### config.mk
export PLATFORM = sky130hd
export DESIGN_NAME = urxp_pair_buffer
export DESIGN_NICKNAME = d
export VERILOG_FILES = /design/src/rtl/urxp_pkg.sv /design/src/rtl/urxp_pair_ctrl.sv /design/src/rtl/urxp_slot_store.sv /design/src/rtl/urxp_ovr_flag.sv /design/src/rtl/urxp_pair_buffer.sv
export SDC_FILE = /design/constraint.sdc
export NUM_CORES = 1
export LEC_CHECK = 0
export ABC_AREA = 1
export BUFFER_PORTS_ARGS = -buffer_cell sky130_fd_sc_hd__buf_4
export CORE_ASPECT_RATIO = 0.9
export CORE_UTILIZATION = 49
export DETAILED_ROUTE_END_ITERATION = 12
export PLACE_DENSITY_LB_ADDON = 0.05
export SYNTH_ARGS = -nofsm -noshare
export SYNTH_HDL_FRONTEND = slang
export SYNTH_SLANG_ARGS = --single-unit
export TNS_END_PERCENT = 50
### constraint.sdc
create_clock -name clk -period 2.5 [get_ports clk]
set_input_delay 0.5 -clock clk [delete_from_list [all_inputs] [get_ports clk]]
set_output_delay 0.5 -clock clk [all_outputs]
set_load 0.005 [all_outputs]
### src/rtl/urxp_pkg.sv
// Package: shared types for the paired-frame receive buffer.
// Assumes exactly two holding slots.
package urxp_pkg;
    localparam int SLOT_COUNT = 2;

    // Which slot(s) the current frame is written to.
    typedef enum logic [1:0] {
        WR_NONE = 2'd0,
        WR_LOW  = 2'd1,
        WR_HIGH = 2'd2,
        WR_BOTH = 2'd3
    } slot_wr_e;
endpackage

### src/rtl/urxp_pair_ctrl.sv
// Module: urxp_pair_ctrl
// Decides where each finished frame goes. It tracks the slot selector and the
// pending pair, and produces the pair-complete pulse and the overrun event.
// Assumes frame_done is a one-cycle strobe. A pair read in the same cycle as
// frame_done is treated as servicing the pending pair first.
module urxp_pair_ctrl
    import urxp_pkg::*;
(
    input  logic     clk,
    input  logic     rst_n,
    input  logic     frame_done,
    input  logic     pair_rd,
    output slot_wr_e slot_wr,
    output logic     ovr_event,
    output logic     pending,
    output logic     irq
);
    logic sel_high;
    logic pend_eff;
    logic completes;

    // Work out the write target and the events for this cycle.
    always_comb begin
        pend_eff  = pending & ~pair_rd;
        slot_wr   = WR_NONE;
        ovr_event = 1'b0;
        completes = 1'b0;
        if (frame_done) begin
            if (pend_eff) begin
                slot_wr   = WR_BOTH;
                ovr_event = 1'b1;
            end else if (sel_high) begin
                slot_wr   = WR_HIGH;
                completes = 1'b1;
            end else begin
                slot_wr   = WR_LOW;
            end
        end
    end

    // Slot selector: an overrun forces the next frame into the high slot.
    always_ff @(posedge clk) begin
        if (!rst_n)
            sel_high <= 1'b0;
        else if (slot_wr == WR_BOTH || slot_wr == WR_LOW)
            sel_high <= 1'b1;
        else if (slot_wr == WR_HIGH)
            sel_high <= 1'b0;
    end

    // Pending state: set by a completed pair, cleared by a read or an overrun.
    always_ff @(posedge clk) begin
        if (!rst_n)
            pending <= 1'b0;
        else
            pending <= completes | (pend_eff & ~frame_done);
    end

    // Interrupt pulse in the cycle after a pair-completing strobe.
    always_ff @(posedge clk) begin
        if (!rst_n)
            irq <= 1'b0;
        else
            irq <= completes;
    end

    // the interrupt never lasts two cycles.
    p_irq_single_r10: assert property (@(posedge clk) disable iff (!rst_n)
        irq |=> !irq);

    // an interrupt always comes with a fresh pending pair.
    p_irq_with_pend_r3: assert property (@(posedge clk) disable iff (!rst_n)
        irq |-> pending);

    // a read with no frame leaves nothing pending.
    p_read_clears_r8: assert property (@(posedge clk) disable iff (!rst_n)
        (pair_rd && !frame_done) |=> !pending);

    // an overrun leaves no pair pending and raises no interrupt.
    p_ovr_no_irq_r4: assert property (@(posedge clk) disable iff (!rst_n)
        (frame_done && pending && !pair_rd) |=> (!pending && !irq));
endmodule

### src/rtl/urxp_slot_store.sv
// Module: urxp_slot_store
// Two holding slots of DATA_W bits, written by the slot_wr command.
// Assumes the command is decoded by urxp_pair_ctrl in the same cycle.
module urxp_slot_store
    import urxp_pkg::*;
#(
    parameter int DATA_W = 8
) (
    input  logic                         clk,
    input  logic                         rst_n,
    input  slot_wr_e                     slot_wr,
    input  logic [DATA_W-1:0]            wr_data,
    output logic [SLOT_COUNT*DATA_W-1:0] pair_data
);
    localparam int PAIR_W = SLOT_COUNT * DATA_W;

    logic [DATA_W-1:0] slot_q [SLOT_COUNT];

    for (genvar s = 0; s < SLOT_COUNT; s++) begin : g_slot
        logic wr_en;

        // Write enable: a dual write, or a single write aimed at this slot.
        always_comb begin
            wr_en = (slot_wr == WR_BOTH) ||
                    (s == 0 && slot_wr == WR_LOW) ||
                    (s == 1 && slot_wr == WR_HIGH);
        end

        // Slot register: cleared on reset, loaded when enabled.
        always_ff @(posedge clk) begin
            if (!rst_n)
                slot_q[s] <= '0;
            else if (wr_en)
                slot_q[s] <= wr_data;
        end

        assign pair_data[s*DATA_W +: DATA_W] = slot_q[s];
    end

    // after a dual write both slots hold the same byte.
    p_dual_equal_r4: assert property (@(posedge clk) disable iff (!rst_n)
        (slot_wr == WR_BOTH) |=> (pair_data[DATA_W-1:0] == pair_data[PAIR_W-1:DATA_W]));

    // a low write leaves the high slot untouched.
    p_low_keeps_high_r2: assert property (@(posedge clk) disable iff (!rst_n)
        (slot_wr == WR_LOW) |=> $stable(pair_data[PAIR_W-1:DATA_W]));
endmodule

### src/rtl/urxp_ovr_flag.sv
// Module: urxp_ovr_flag
// Sticky overrun flag. It is set by an overrun event and cleared by a status
// read. If both happen in the same cycle, the set wins.
module urxp_ovr_flag (
    input  logic clk,
    input  logic rst_n,
    input  logic ovr_event,
    input  logic status_rd,
    output logic flag
);
    // Flag register with set priority over clear.
    always_ff @(posedge clk) begin
        if (!rst_n)
            flag <= 1'b0;
        else if (ovr_event)
            flag <= 1'b1;
        else if (status_rd)
            flag <= 1'b0;
    end

    // without a status read the flag never drops.
    p_ovr_sticky_r6: assert property (@(posedge clk) disable iff (!rst_n)
        (flag && !status_rd) |=> flag);

    // an overrun event always leaves the flag set.
    p_ovr_set_wins_r7: assert property (@(posedge clk) disable iff (!rst_n)
        ovr_event |=> flag);
endmodule

### src/rtl/urxp_pair_buffer.sv
// Module: urxp_pair_buffer (top)
// Groups received frames into pairs and raises one interrupt per pair.
// Overruns are detected and recorded in a sticky flag.
// Assumes frame_done, status_rd and pair_rd are single-cycle strobes.
module urxp_pair_buffer
    import urxp_pkg::*;
#(
    parameter int DATA_W = 8
) (
    input  logic                  clk,
    input  logic                  rst_n,
    input  logic                  frame_done,
    input  logic [DATA_W-1:0]     frame_data,
    input  logic                  status_rd,
    input  logic                  pair_rd,
    output logic [2*DATA_W-1:0]   pair_data,
    output logic                  ovr_flag,
    output logic                  pair_pending,
    output logic                  pair_irq
);
    slot_wr_e slot_wr;
    logic     ovr_event;

    urxp_pair_ctrl ctrl_i (
        .clk        (clk),
        .rst_n      (rst_n),
        .frame_done (frame_done),
        .pair_rd    (pair_rd),
        .slot_wr    (slot_wr),
        .ovr_event  (ovr_event),
        .pending    (pair_pending),
        .irq        (pair_irq)
    );

    urxp_slot_store #(.DATA_W(DATA_W)) store_i (
        .clk       (clk),
        .rst_n     (rst_n),
        .slot_wr   (slot_wr),
        .wr_data   (frame_data),
        .pair_data (pair_data)
    );

    urxp_ovr_flag flag_i (
        .clk       (clk),
        .rst_n     (rst_n),
        .ovr_event (ovr_event),
        .status_rd (status_rd),
        .flag      (ovr_flag)
    );

    // an overrun at the ports sets the flag and copies the byte into both slots.
    p_port_overrun_r4: assert property (@(posedge clk) disable iff (!rst_n)
        (frame_done && pair_pending && !pair_rd) |=>
        (ovr_flag && pair_data[DATA_W-1:0] == $past(frame_data)
                  && pair_data[2*DATA_W-1:DATA_W] == $past(frame_data)));

    // a read together with a frame is never counted as an overrun.
    p_read_first_r8: assert property (@(posedge clk) disable iff (!rst_n)
        (frame_done && pair_rd && !ovr_flag && !status_rd) |=> !ovr_flag);
endmodule

After elaboration in Yosys (flattened, before gate mapping)
Memory sizes are Yosys's and may differ from the RTL's.
Index checks and enable logic that the tools add are counted.
{ "totals": {"wordCells": 40, "mem_bits_rw": 16, "output_inout_bits": 19, "regBits": 4, "memories": 1, "in_bits": 13} }
{ "memory_table": {"columns": ["memory", "words", "width", "rd", "rd_ports_with_merged_regs", "wr", "line_no", "rtl"], "rows": [
  ["store_i.slot_q", 2, 8, 2, 0, 2, "urxp_slot_store.sv:17", "logic [DATA_W-1:0] slot_q [SLOT_COUNT];"]
]} }
{ "op_classes": {"bitwise": 7, "reduce_logical": 4, "n_eq_ne": 3, "muxes": 21} }
{ "ops": {"columns": ["operator", "n"], "rows": [
  ["1-bit two-way mux", 16],
  ["8-bit two-way mux", 2],
  ["2-bit two-way mux", 3],
  ["2-bit equality test (second input constant)", 2],
  ["2-bit nonzero test", 2],
  ["1-bit OR", 3],
  ["1-bit bitwise AND", 2],
  ["2-bit by 1-bit equality test with 1-bit output (second input constant)", 1],
  ["1-bit logical OR", 2],
  ["1-bit NOT", 2]
]} }

Logic depth before layout (Yosys ltp)
Gate-level depths: netlist of run 1.
{ "depth": {"depth_word": 10, "ltp_mapped": 5} }

Cells and area by module
A second synthesis of run 1 with hierarchy kept.
{ "hier_totals": {"cells_unflattened": 74, "area_unflattened_um2": 778.2} }
{ "by_module_without_submodules": {"columns": ["mod", "area_per_inst_um2", "cells_per_inst", "n_inst", "seq_area_each_um2"], "rows": [
  ["urxp_slot_store", 593.1, 46, 1, 480.5],
  ["urxp_pair_ctrl", 141.4, 22, 1, 60.1],
  ["urxp_ovr_flag", 43.8, 6, 1, 20.0]
]} }

Least setup slack after synthesis of run 1
Ideal clock, no wire load.
{ "synth_timing": {"kind": "input -> register", "from": "input pair_rd", "to": "memory store_i.slot_q[0][0] (enable)", "setup_time_ps": 329, "path_stages": 5, "required_ps": 2171, "arrival_ps": 946, "slack_ps": 1225, "path_buffers": 0, "path_cell_list": "inv_2 -> nand2_2 -> nand2_4 -> nand2_1 -> nand2_1"} }
{ "synth_lines": {"columns": ["item", "line_no", "rtl"], "rows": [
  ["from (decl)", "urxp_pair_buffer.sv:15", "input logic pair_rd,"],
  ["to (decl)", "urxp_slot_store.sv:17", null]
]} }

==> flow_summary.json, run 1 <==
{
  "outcome": "completed",
  "syn-instance-count": 68,
  "initialDrtViolationCount": 10,
  "worst_ir_drop_vdd_mv": 0.338,
  "gr-total-overflow": 0,
  "p_sw_frac": 0.204,
  "gp_congestion": 0.820,
  "grt_antenna_before_repair": 0,
  "power.internal_uw": 590,
  "synth_largest_area_cell": "edfxtp_1",
  "synth-seq-cells": 20,
  "cts_tree": "done",
  "die_w_um": 44.8,
  "launching_point_of_the_worst_reg2reg_path": "ctrl_i.pending",
  "synth_nets": 81,
  "cts-htree-levels": 1,
  "cts_hold_buffers": 0,
  "netlist_area_um2": 807,
  "antenna_diode_count": 0,
  "critPathKind": "reg2out",
  "drive_above_1_share": 0.426,
  "floorplan_die_height_um": 40.5,
  "number_of_instances_resized_during_post_cts_repair": 0,
  "grt_pass1_wl_um": 2080,
  "grt_pass1_vias": 474,
  "post_synth_most_frequent_cells": "nor2_1 (17), edfxtp_1 (16), inv_1 (10)",
  "num-nets-final": 115,
  "asyncSetResetFlopFracSynth": 0,
  "post_cts.repair.setup_buffers": 0,
  "yosys_most_used_dff": "edfxtp_1",
  "floorplan.core_area_um2": 1500,
  "worst-endpoint-required_ns": 2.00,
  "avgSynthCellArea_um2": 11.9,
  "timing.critical_path.from": "store_i.slot_q[0][3]",
  "crit_path_max_incr_delay_ns": 0.40,
  "grt.total_usage": 0.172,
  "p_clk_frac": 0.356,
  "yosys.cell_types.count": 14,
  "antenna_violating_nets_post_route": 0,
  "post_detailed_routing_wire_length_um": 1400,
  "initial_utilization": 0.539,
  "worst_hold_path_type": "in2reg",
  "yosys_warnings": 0,
  "fmax_mhz": 735,
  "detail_route.drc_violations": 0,
  "fp.dieArea_um2": 1810,
  "synth_sequential_area_ratio": 0.695,
  "critical_path_cell_count": 1,
  "clk_pin_slew_ns": 0.12,
  "r2r_end": "store_i.slot_q[0][6]",
  "rsz0062_at_grt": "false",
  "ff2ff_setup_slack_ns": 1.26,
  "cp_slowest_cell": "edfxtp_1",
  "filler_cell_count": 120,
  "synth.most_common_cell": "nor2_1",
  "vias_per_instance": 4.63,
  "setup_viol_count_final": 0,
  "comb_power_share": 0.114,
  "yosys-top-cells-area": "edfxtp_1 (60%), dfxtp_1 (9.9%), nor2_1 (7.9%)",
  "critical_path.max_fanout": 1,
  "synthToLayoutAreaGrowth_pct": 36.0,
  "placementRows": 13,
  "crit_path_end_kind": "output port",
  "path_cells": "buf_4",
  "leakagePower_nw": 0.528,
  "worstMarginPinSlew_ns": 0.438,
  "tritoncts.num_buffers": 3,
  "place.port_buffers": 31,
  "post-route-min-period_ns": 1.36,
  "dr_total_vias": 570,
  "cts.root.buffer_cell": "clkbuf_4",
  "crit_buf_inv": 1,
  "power_total_uw": 741,
  "clock_path_buffers": 2,
  "seqPwrFrac": 0.530,
  "drt-pass1-iter-count": 4,
  "power_density_nw_per_um2": 675,
  "routed_wire_length_per_instance_um": 11.4,
  "power.net_switching_uw": 151,
  "part_of_the_cycle_the_worst_path_needs": 0.544,
  "largest_clock_skew_in_the_final_design_ns": 0.00999,
  "detailed_place_hpwl_um": 1030,
  "report.final.hold_viol_count": 0,
  "synth_enable_flop_cells": 16,
  "depth_of_the_worst_register_to_register_path": 4,
  "timing.max_slew.rel_slack": 0.707,
  "ioPinCount": 32,
  "final.setup.tns_ns": 0,
  "drv_cap": 0,
  "synth_top_cell_area_share": 0.595,
  "critical_path.top_delay_family": "flip-flops",
  "grt_max_degree": 13,
  "timing.critical_path.from_type": "flop",
  "clock_insertion_delay_worst_skew_ns": 0.31,
  "finalMaxSlewViolations": 0,
  "timing.critical_path.arrival_ns": 0.86,
  "clock-sinks": 20,
  "setup.worst_path.end": "pair_data[3]"
}
-- through the flow --
step / setup WS (ns) / util / hold WS, ns / std cells / instance area (um^2)
after floorplan: 1.23 / - / 0.463 / 68 / 807
after global placement: 1.04 / 0.698 / 0.463 / 119 / 1040
after detailed placement: 0.995 / 0.698 / 0.473 / 119 / 1040
after CTS: 1.13 / 0.733 / 0.372 / 123 / 1100
after global routing: 1.09 / 0.733 / 0.365 / 123 / 1100
final: 1.14 / 0.733 / 0.383 / 123 / 1100
-- state kept, by name, indices dropped and copies added (netlist names) --
register	flops
ctrl_i.irq	1
flag_i.flag	1
ctrl_i.pending	1
ctrl_i.sel_high	1
store_i.slot_q	16
-- power by group through the flow --
stage | logic (mW) | registers [mW] | clock network (mW)
floorplan | 0.0338 | 0.402 | 0
global placement | 0.0832 | 0.400 | 0
detailed placement | 0.0857 | 0.400 | 0
CTS | 0.0862 | 0.393 | 0.269
global route | 0.0936 | 0.395 | 0.281
finish | 0.0848 | 0.393 | 0.264
-- how the worst min path moves through the flow --
stage / startpoint / end / cells after the start
detailed placement: flag_i.flag / flag_i.flag / 2
CTS: status_rd / flag_i.flag / 2
global placement: flag_i.flag / flag_i.flag / 2
global route: status_rd / flag_i.flag / 2
floorplan: flag_i.flag / flag_i.flag / 2
finish: status_rd / flag_i.flag / 2
-- routing by layer --
layer | GRT usage | wire (um) | up-vias
met2 | 0.283 | 681 | 21
met5 | 0 | 0 | -
met4 | 0.0682 | 20 | 0
met3 | 0.0541 | 93 | 3
met1 | 0.213 | 607 | 261
li1 | - | - | 285
-- cell type report --
class	instances	area, um^2	area share
Sequential cell	20	561	0.511
Timing Repair Buffer	31	233	0.212
Multi-Input combinational cell	35	183	0.166
Inverter	11	41.3	0.0376
Clock inverter	1	30.0	0.0274
Tap cell	22	27.5	0.0251
Clock buffer	3	22.5	0.0205
-- cell families after synthesis --
family / Yosys count / share of synthesized area
compound gates: 2 / 0.0140
buf+inv: 13 / 0.0791
flops: 20 / 0.695
simple gates: 33 / 0.212
-- cell usage in the layout (no fill, tap or decap) --
| cell type | instances |
|---|---|
| a21oi_1 | 1 |
| buf_4 | 31 |
| bufinv_16 | 1 |
| clkbuf_4 | 3 |
| dfxtp_1 | 4 |
| edfxtp_1 | 16 |
| inv_1 | 10 |
| inv_2 | 1 |
| nand2_1 | 5 |
| nand2_2 | 3 |
| nand2_4 | 2 |
| nand3_1 | 4 |
| nand3_2 | 1 |
| nand3_4 | 1 |
| nor2_1 | 17 |
| o22ai_1 | 1 |
Note: power is estimated with default switching activity, not from simulation.
==> run 2, diff against run 1 <==
--- a/config.mk
+++ b/config.mk
@@ -8,7 +8,7 @@
 export ABC_AREA = 1
 export BUFFER_PORTS_ARGS = -buffer_cell sky130_fd_sc_hd__buf_4
 export CORE_ASPECT_RATIO = 0.9
-export CORE_UTILIZATION = 49
+export CORE_UTILIZATION = 46
 export DETAILED_ROUTE_END_ITERATION = 12
 export PLACE_DENSITY_LB_ADDON = 0.05
 export SYNTH_ARGS = -nofsm -noshare
==> constraint.sdc (replaced) <==
create_clock -name clk -period 1.3 [get_ports clk]
set_input_delay 0.26 -clock clk [delete_from_list [all_inputs] [get_ports clk]]
set_output_delay 0.26 -clock clk [all_outputs]
set_load 0.005 [all_outputs]
==> run 2 against run 1 <==
Effect of this change:
- core utilization decreased by 2.3 points
- largest cell class unchanged
- flip-flop and latch count unchanged
- clock skew decreased by 0.0068 ns
- cell count unchanged
- highest routed layer unchanged
- routed wire length decreased by 3.1%
- critical endpoint is now store_i.slot_q[0][0]
- global-route usage decreased by 0.26 points
- register-to-register slack got worse by 1.2 ns
- sequential power increased by 92%
- combinational power increased by 90%
- worst hold slack got worse by 0.24 ns
==> flow_summary.json, run 2 (synthesized netlist as in run 1, its figures left out) <==
{
  "routed_wire_length_per_instance_um": 11.0,
  "dr_total_vias": 543,
  "leakagePower_nw": 0.528,
  "tritoncts.num_buffers": 3,
  "final_util": 0.710,
  "antenna_violating_nets_post_route": 0,
  "place.port_buffers": 31,
  "initialDrtViolationCount": 7,
  "critical_path.max_fanout": 8,
  "timing.critical_path.arrival_ns": 1.20,
  "outcome": "completed",
  "ioPinCount": 32,
  "critPathKind": "reg2reg",
  "vias_per_instance": 4.41,
  "comb_power_share": 0.114,
  "floorplan.core_area_um2": 1550,
  "rsz0062_at_grt": "false",
  "power_density_nw_per_um2": 1290,
  "clk_pin_slew_ns": 0.11,
  "largest_register_ffs": 16,
  "cts_hold_buffers": 0,
  "grt_max_degree": 13,
  "worst_hold_path_type": "in2reg",
  "largest-register": "store_i.slot_q",
  "fp.dieArea_um2": 1930,
  "gr-total-overflow": 0,
  "worst_ir_drop_vdd_mv": 0.788,
  "gp_congestion": 0.779,
  "finalMaxSlewViolations": 0,
  "grt.total_usage": 0.169,
  "detailed_place_hpwl_um": 1030,
  "synthToLayoutAreaGrowth_pct": 36.0,
  "post_detailed_routing_wire_length_um": 1360,
  "drv_cap": 0,
  "clock_path_buffers": 2,
  "fmax_mhz": 822,
  "cts_tree": "done",
  "num-nets-final": 115,
  "commonest_cells_after_routing_fill_and_taps_aside": "buf_4 (31), nor2_1 (17), edfxtp_1 (16)",
  "crit_path_end_kind": "flop",
  "cts.root.buffer_cell": "clkbuf_4",
  "number_of_instances_resized_during_post_cts_repair": 0,
  "final.setup.tns_ns": 0,
  "worstMarginPinSlew_ns": 0.391,
  "seqPwrFrac": 0.531,
  "timing.hold.ws_ns": 0.144,
  "grt_pass1_wl_um": 2280,
  "worst-endpoint-required_ns": 1.29,
  "power.net_switching_uw": 286,
  "p_clk_frac": 0.355,
  "largest_clock_skew_in_the_final_design_ns": 0.00315,
  "timing.max_slew.rel_slack": 0.738,
  "grt_pass1_vias": 510,
  "mostFrequentLayoutCell": "buf_4",
  "p_sw_frac": 0.201,
  "detail_route.drc_violations": 0,
  "report.final.hold_viol_count": 0,
  "drive_above_1_share": 0.426,
  "power.internal_mw": 1.13,
  "drt-pass1-iter-count": 4,
  "setup_viol_count_final": 0,
  "clock-sinks": 20,
  "floorplan_die_height_um": 41.7,
  "initial_utilization": 0.522,
  "placementRows": 13,
  "post-route-min-period_ns": 1.22,
  "die_w_um": 46.2,
  "antenna_diode_count": 0,
  "cts-htree-levels": 1,
  "clock_insertion_delay_worst_skew_ns": 0.29,
  "timing.critical_path.from_type": "flop",
  "post_cts.repair.setup_buffers": 0,
  "part_of_the_cycle_the_worst_path_needs": 0.935,
  "grt_antenna_before_repair": 0
}
-- run 2: power groups by stage --
stage	Clock, mW	Combinational (mW)	Sequential, mW
after floorplan	0	0.0649	0.773
after global routing	0.531	0.179	0.759
after global placement	0	0.159	0.768
after CTS	0.506	0.163	0.754
after detailed placement	0	0.163	0.768
final	0.504	0.161	0.754
-- run 2: final timing paths --
path,depth (start not counted),from,slack (ns),to
min,2,status_rd,0.14,flag_i.flag
min reg2reg,2,flag_i.flag,0.47,flag_i.flag
max reg2reg,4,ctrl_i.pending,0.08,store_i.slot_q[0][0]
max,4,ctrl_i.pending,0.08,store_i.slot_q[0][0]
-- run 2: routing by layer --
layer	track usage	vias to the layer above	share of wire	routed length (um)
met1	0.226	238	0.48	652
met5	0	-	0	0
met4	0.0706	0	0.016	22
li1	-	282	-	-
met3	0.0478	4	0.045	61
met2	0.254	19	0.46	623
-- run 2: area by class of cell --
type / count / area (um^2)
inverter: 11 / 41.3
sequential: 20 / 561
multi-input combinational: 35 / 183
fill: 134 / 448
clock buffer: 3 / 22.5
timing repair buffer: 31 / 233
tap: 22 / 27.5
clock inverter: 1 / 30.0
-- run 2: critical path, stage by stage, from the launching register on --
cell	delay [ns]
dfxtp_1	0.41
nand2_2	0.12
nand2_4	0.10
nand2_1	0.05
nand2_1	0.23
-- run 2: per-stage QoR --
stage / worst slack, ns / power [mW] / area, um^2 / instances
after floorplan: 0.168 / 0.838 / 807 / 68
after CTS: 0.0738 / 1.42 / 1100 / 123
after detailed placement: 0.0539 / 0.932 / 1040 / 119
after global routing: 0.0122 / 1.47 / 1100 / 123
after global placement: 0.0950 / 0.927 / 1040 / 119
final: 0.0839 / 1.42 / 1100 / 123
==> run 3, diff against run 2 <==
==> constraint.sdc (replaced) <==
create_clock -name clk -period 1.34 [get_ports clk]
set_input_delay 0.268 -clock clk [delete_from_list [all_inputs] [get_ports clk]]
set_output_delay 0.268 -clock clk [all_outputs]
set_load 0.005 [all_outputs]
==> run 3 against run 2 <==
Effect of this change:
- register-to-register slack better by 0.05 ns
- clock-buffer cell count stayed put
- cell count stayed put
- sequential power is 3.1% lower
- flip-flop and latch count stayed put
- via count is 1.3% lower
- clock power is 4% lower
- setup slack better by 0.047 ns
- first-iteration DRC count is 110% higher
- largest cell class unchanged
==> flow_summary.json, run 3 (synthesized netlist as in run 1, its figures left out) <==
{
  "timing.critical_path.from_type": "flop",
  "power.internal_mw": 1.10,
  "post_detailed_routing_wire_length_um": 1340,
  "post_cts.repair.setup_buffers": 0,
  "post-route-min-period_ns": 1.21,
  "fmax_mhz": 827,
  "grt_max_degree": 13,
  "mostFrequentLayoutCell": "buf_4",
  "seqPwrFrac": 0.532,
  "number_of_instances_resized_during_post_cts_repair": 0,
  "tritoncts.num_buffers": 3,
  "rsz0062_at_grt": "false",
  "initialDrtViolationCount": 15,
  "dr_total_vias": 536,
  "clk_pin_slew_ns": 0.11,
  "outcome": "completed",
  "power_density_nw_per_um2": 1250,
  "clock-sinks": 20,
  "postLayoutCellArea_um2": 1100,
  "critical_path.max_fanout": 8,
  "leakagePower_nw": 0.528,
  "gp_congestion": 0.782,
  "clock_path_buffers": 2,
  "finalMaxSlewViolations": 0,
  "filler_cell_count": 123,
  "synthToLayoutAreaGrowth_pct": 36.0,
  "power.net_switching_uw": 273,
  "grt.total_usage": 0.165,
  "num-nets-final": 115,
  "die_w_um": 46.2,
  "cts_tree": "done",
  "placementRows": 13,
  "cts-htree-levels": 1,
  "final.setup.tns_ns": 0,
  "worst_hold_path_type": "in2reg",
  "detail_route.drc_violations": 0,
  "commonest_cells_after_routing_fill_and_taps_aside": "buf_4 (31), nor2_1 (17), edfxtp_1 (16)",
  "placed_cells": 119,
  "grt_antenna_before_repair": 0,
  "clock_insertion_delay_worst_skew_ns": 0.29,
  "timing.critical_path.arrival_ns": 1.19,
  "drv_cap": 0,
  "largest_register_ffs": 16,
  "largest-register": "store_i.slot_q",
  "fp.dieArea_um2": 1930,
  "setup_viol_count_final": 0,
  "ioPinCount": 32,
  "floorplan.core_area_um2": 1550,
  "cts_hold_buffers": 0,
  "timing.max_slew.rel_slack": 0.746,
  "grt_pass1_wl_um": 2240,
  "gr-total-overflow": 0,
  "floorplan_die_height_um": 41.7,
  "place.port_buffers": 31,
  "part_of_the_cycle_the_worst_path_needs": 0.902,
  "largest_clock_skew_in_the_final_design_ns": 0.00762,
  "crit_path_end_kind": "flop",
  "routed_wire_length_per_instance_um": 10.9,
  "antenna_diode_count": 0,
  "drive_above_1_share": 0.426,
  "placed_cell_area_um2": 1040,
  "p_sw_frac": 0.199,
  "vias_per_instance": 4.36,
  "drt-pass1-iter-count": 4,
  "critPathKind": "reg2reg",
  "p_clk_frac": 0.354,
  "initial_utilization": 0.522,
  "worst-endpoint-required_ns": 1.32,
  "antenna_violating_nets_post_route": 0,
  "worstMarginPinSlew_ns": 0.380,
  "report.final.hold_viol_count": 0,
  "worst_ir_drop_vdd_mv": 0.829,
  "cts.root.buffer_cell": "clkbuf_4",
  "grt_pass1_vias": 515,
  "comb_power_share": 0.114,
  "layout.cells.non_filler": 123
}
-- run 3: cell counts in the layout (fill, tap and decap cells not counted) --
Identical to the previous run, type by type.
-- run 3: worst max-delay path, stage by stage, from the launching register on --
cell and delay (ns):
dfxtp_1 0.41, nand2_2 0.11, nand2_4 0.09, nand2_1 0.06
nand2_1 0.23
-- run 3: final timing paths --
check	start	end	slack, ns	depth (start not counted)
max	ctrl_i.pending	store_i.slot_q[0][4]	0.13	4
max reg2reg	ctrl_i.pending	store_i.slot_q[0][4]	0.13	4
min reg2reg	flag_i.flag	flag_i.flag	0.48	2
min	status_rd	flag_i.flag	0.16	2
-- run 3: per-layer routing --
layer  up-vias  global-route usage  routed length (um)
met5         -                   0                   0
met4         0              0.0529                  14
met3         2              0.0391                  48
met2        17               0.251                 622
met1       232               0.230                 652
li1        285                   -                   -
-- run 3: cell type report --
class / instances / area (um^2) / share of cell area
sequential: 20 / 561 / 0.511
timing repair buffer: 31 / 233 / 0.212
multi-input combinational: 35 / 183 / 0.166
inverter: 11 / 41.3 / 0.0376
clock inverter: 1 / 30.0 / 0.0274
tap: 22 / 27.5 / 0.0251
clock buffer: 3 / 22.5 / 0.0205
-- run 3: power by group through the flow --
stage / combinational [mW] / clock [mW] / sequential (mW)
6_report: 0.156 / 0.486 / 0.731
5_1_grt: 0.173 / 0.521 / 0.735
4_1_cts: 0.158 / 0.489 / 0.731
3_5_place_dp: 0.158 / 0 / 0.745
3_3_place_gp: 0.154 / 0 / 0.745
2_1_floorplan: 0.0630 / 0 / 0.750
-- run 3: stage by stage --
stage / setup WS, ns / utilization / hold slack [ns] / power (mW)
after global placement: 0.127 / 0.676 / 0.463 / 0.899
after floorplan: 0.208 / - / 0.382 / 0.813
after detailed placement: 0.0983 / 0.676 / 0.468 / 0.902
after CTS: 0.115 / 0.710 / 0.158 / 1.38
after global routing: 0.0502 / 0.710 / 0.155 / 1.43
final: 0.131 / 0.710 / 0.159 / 1.37
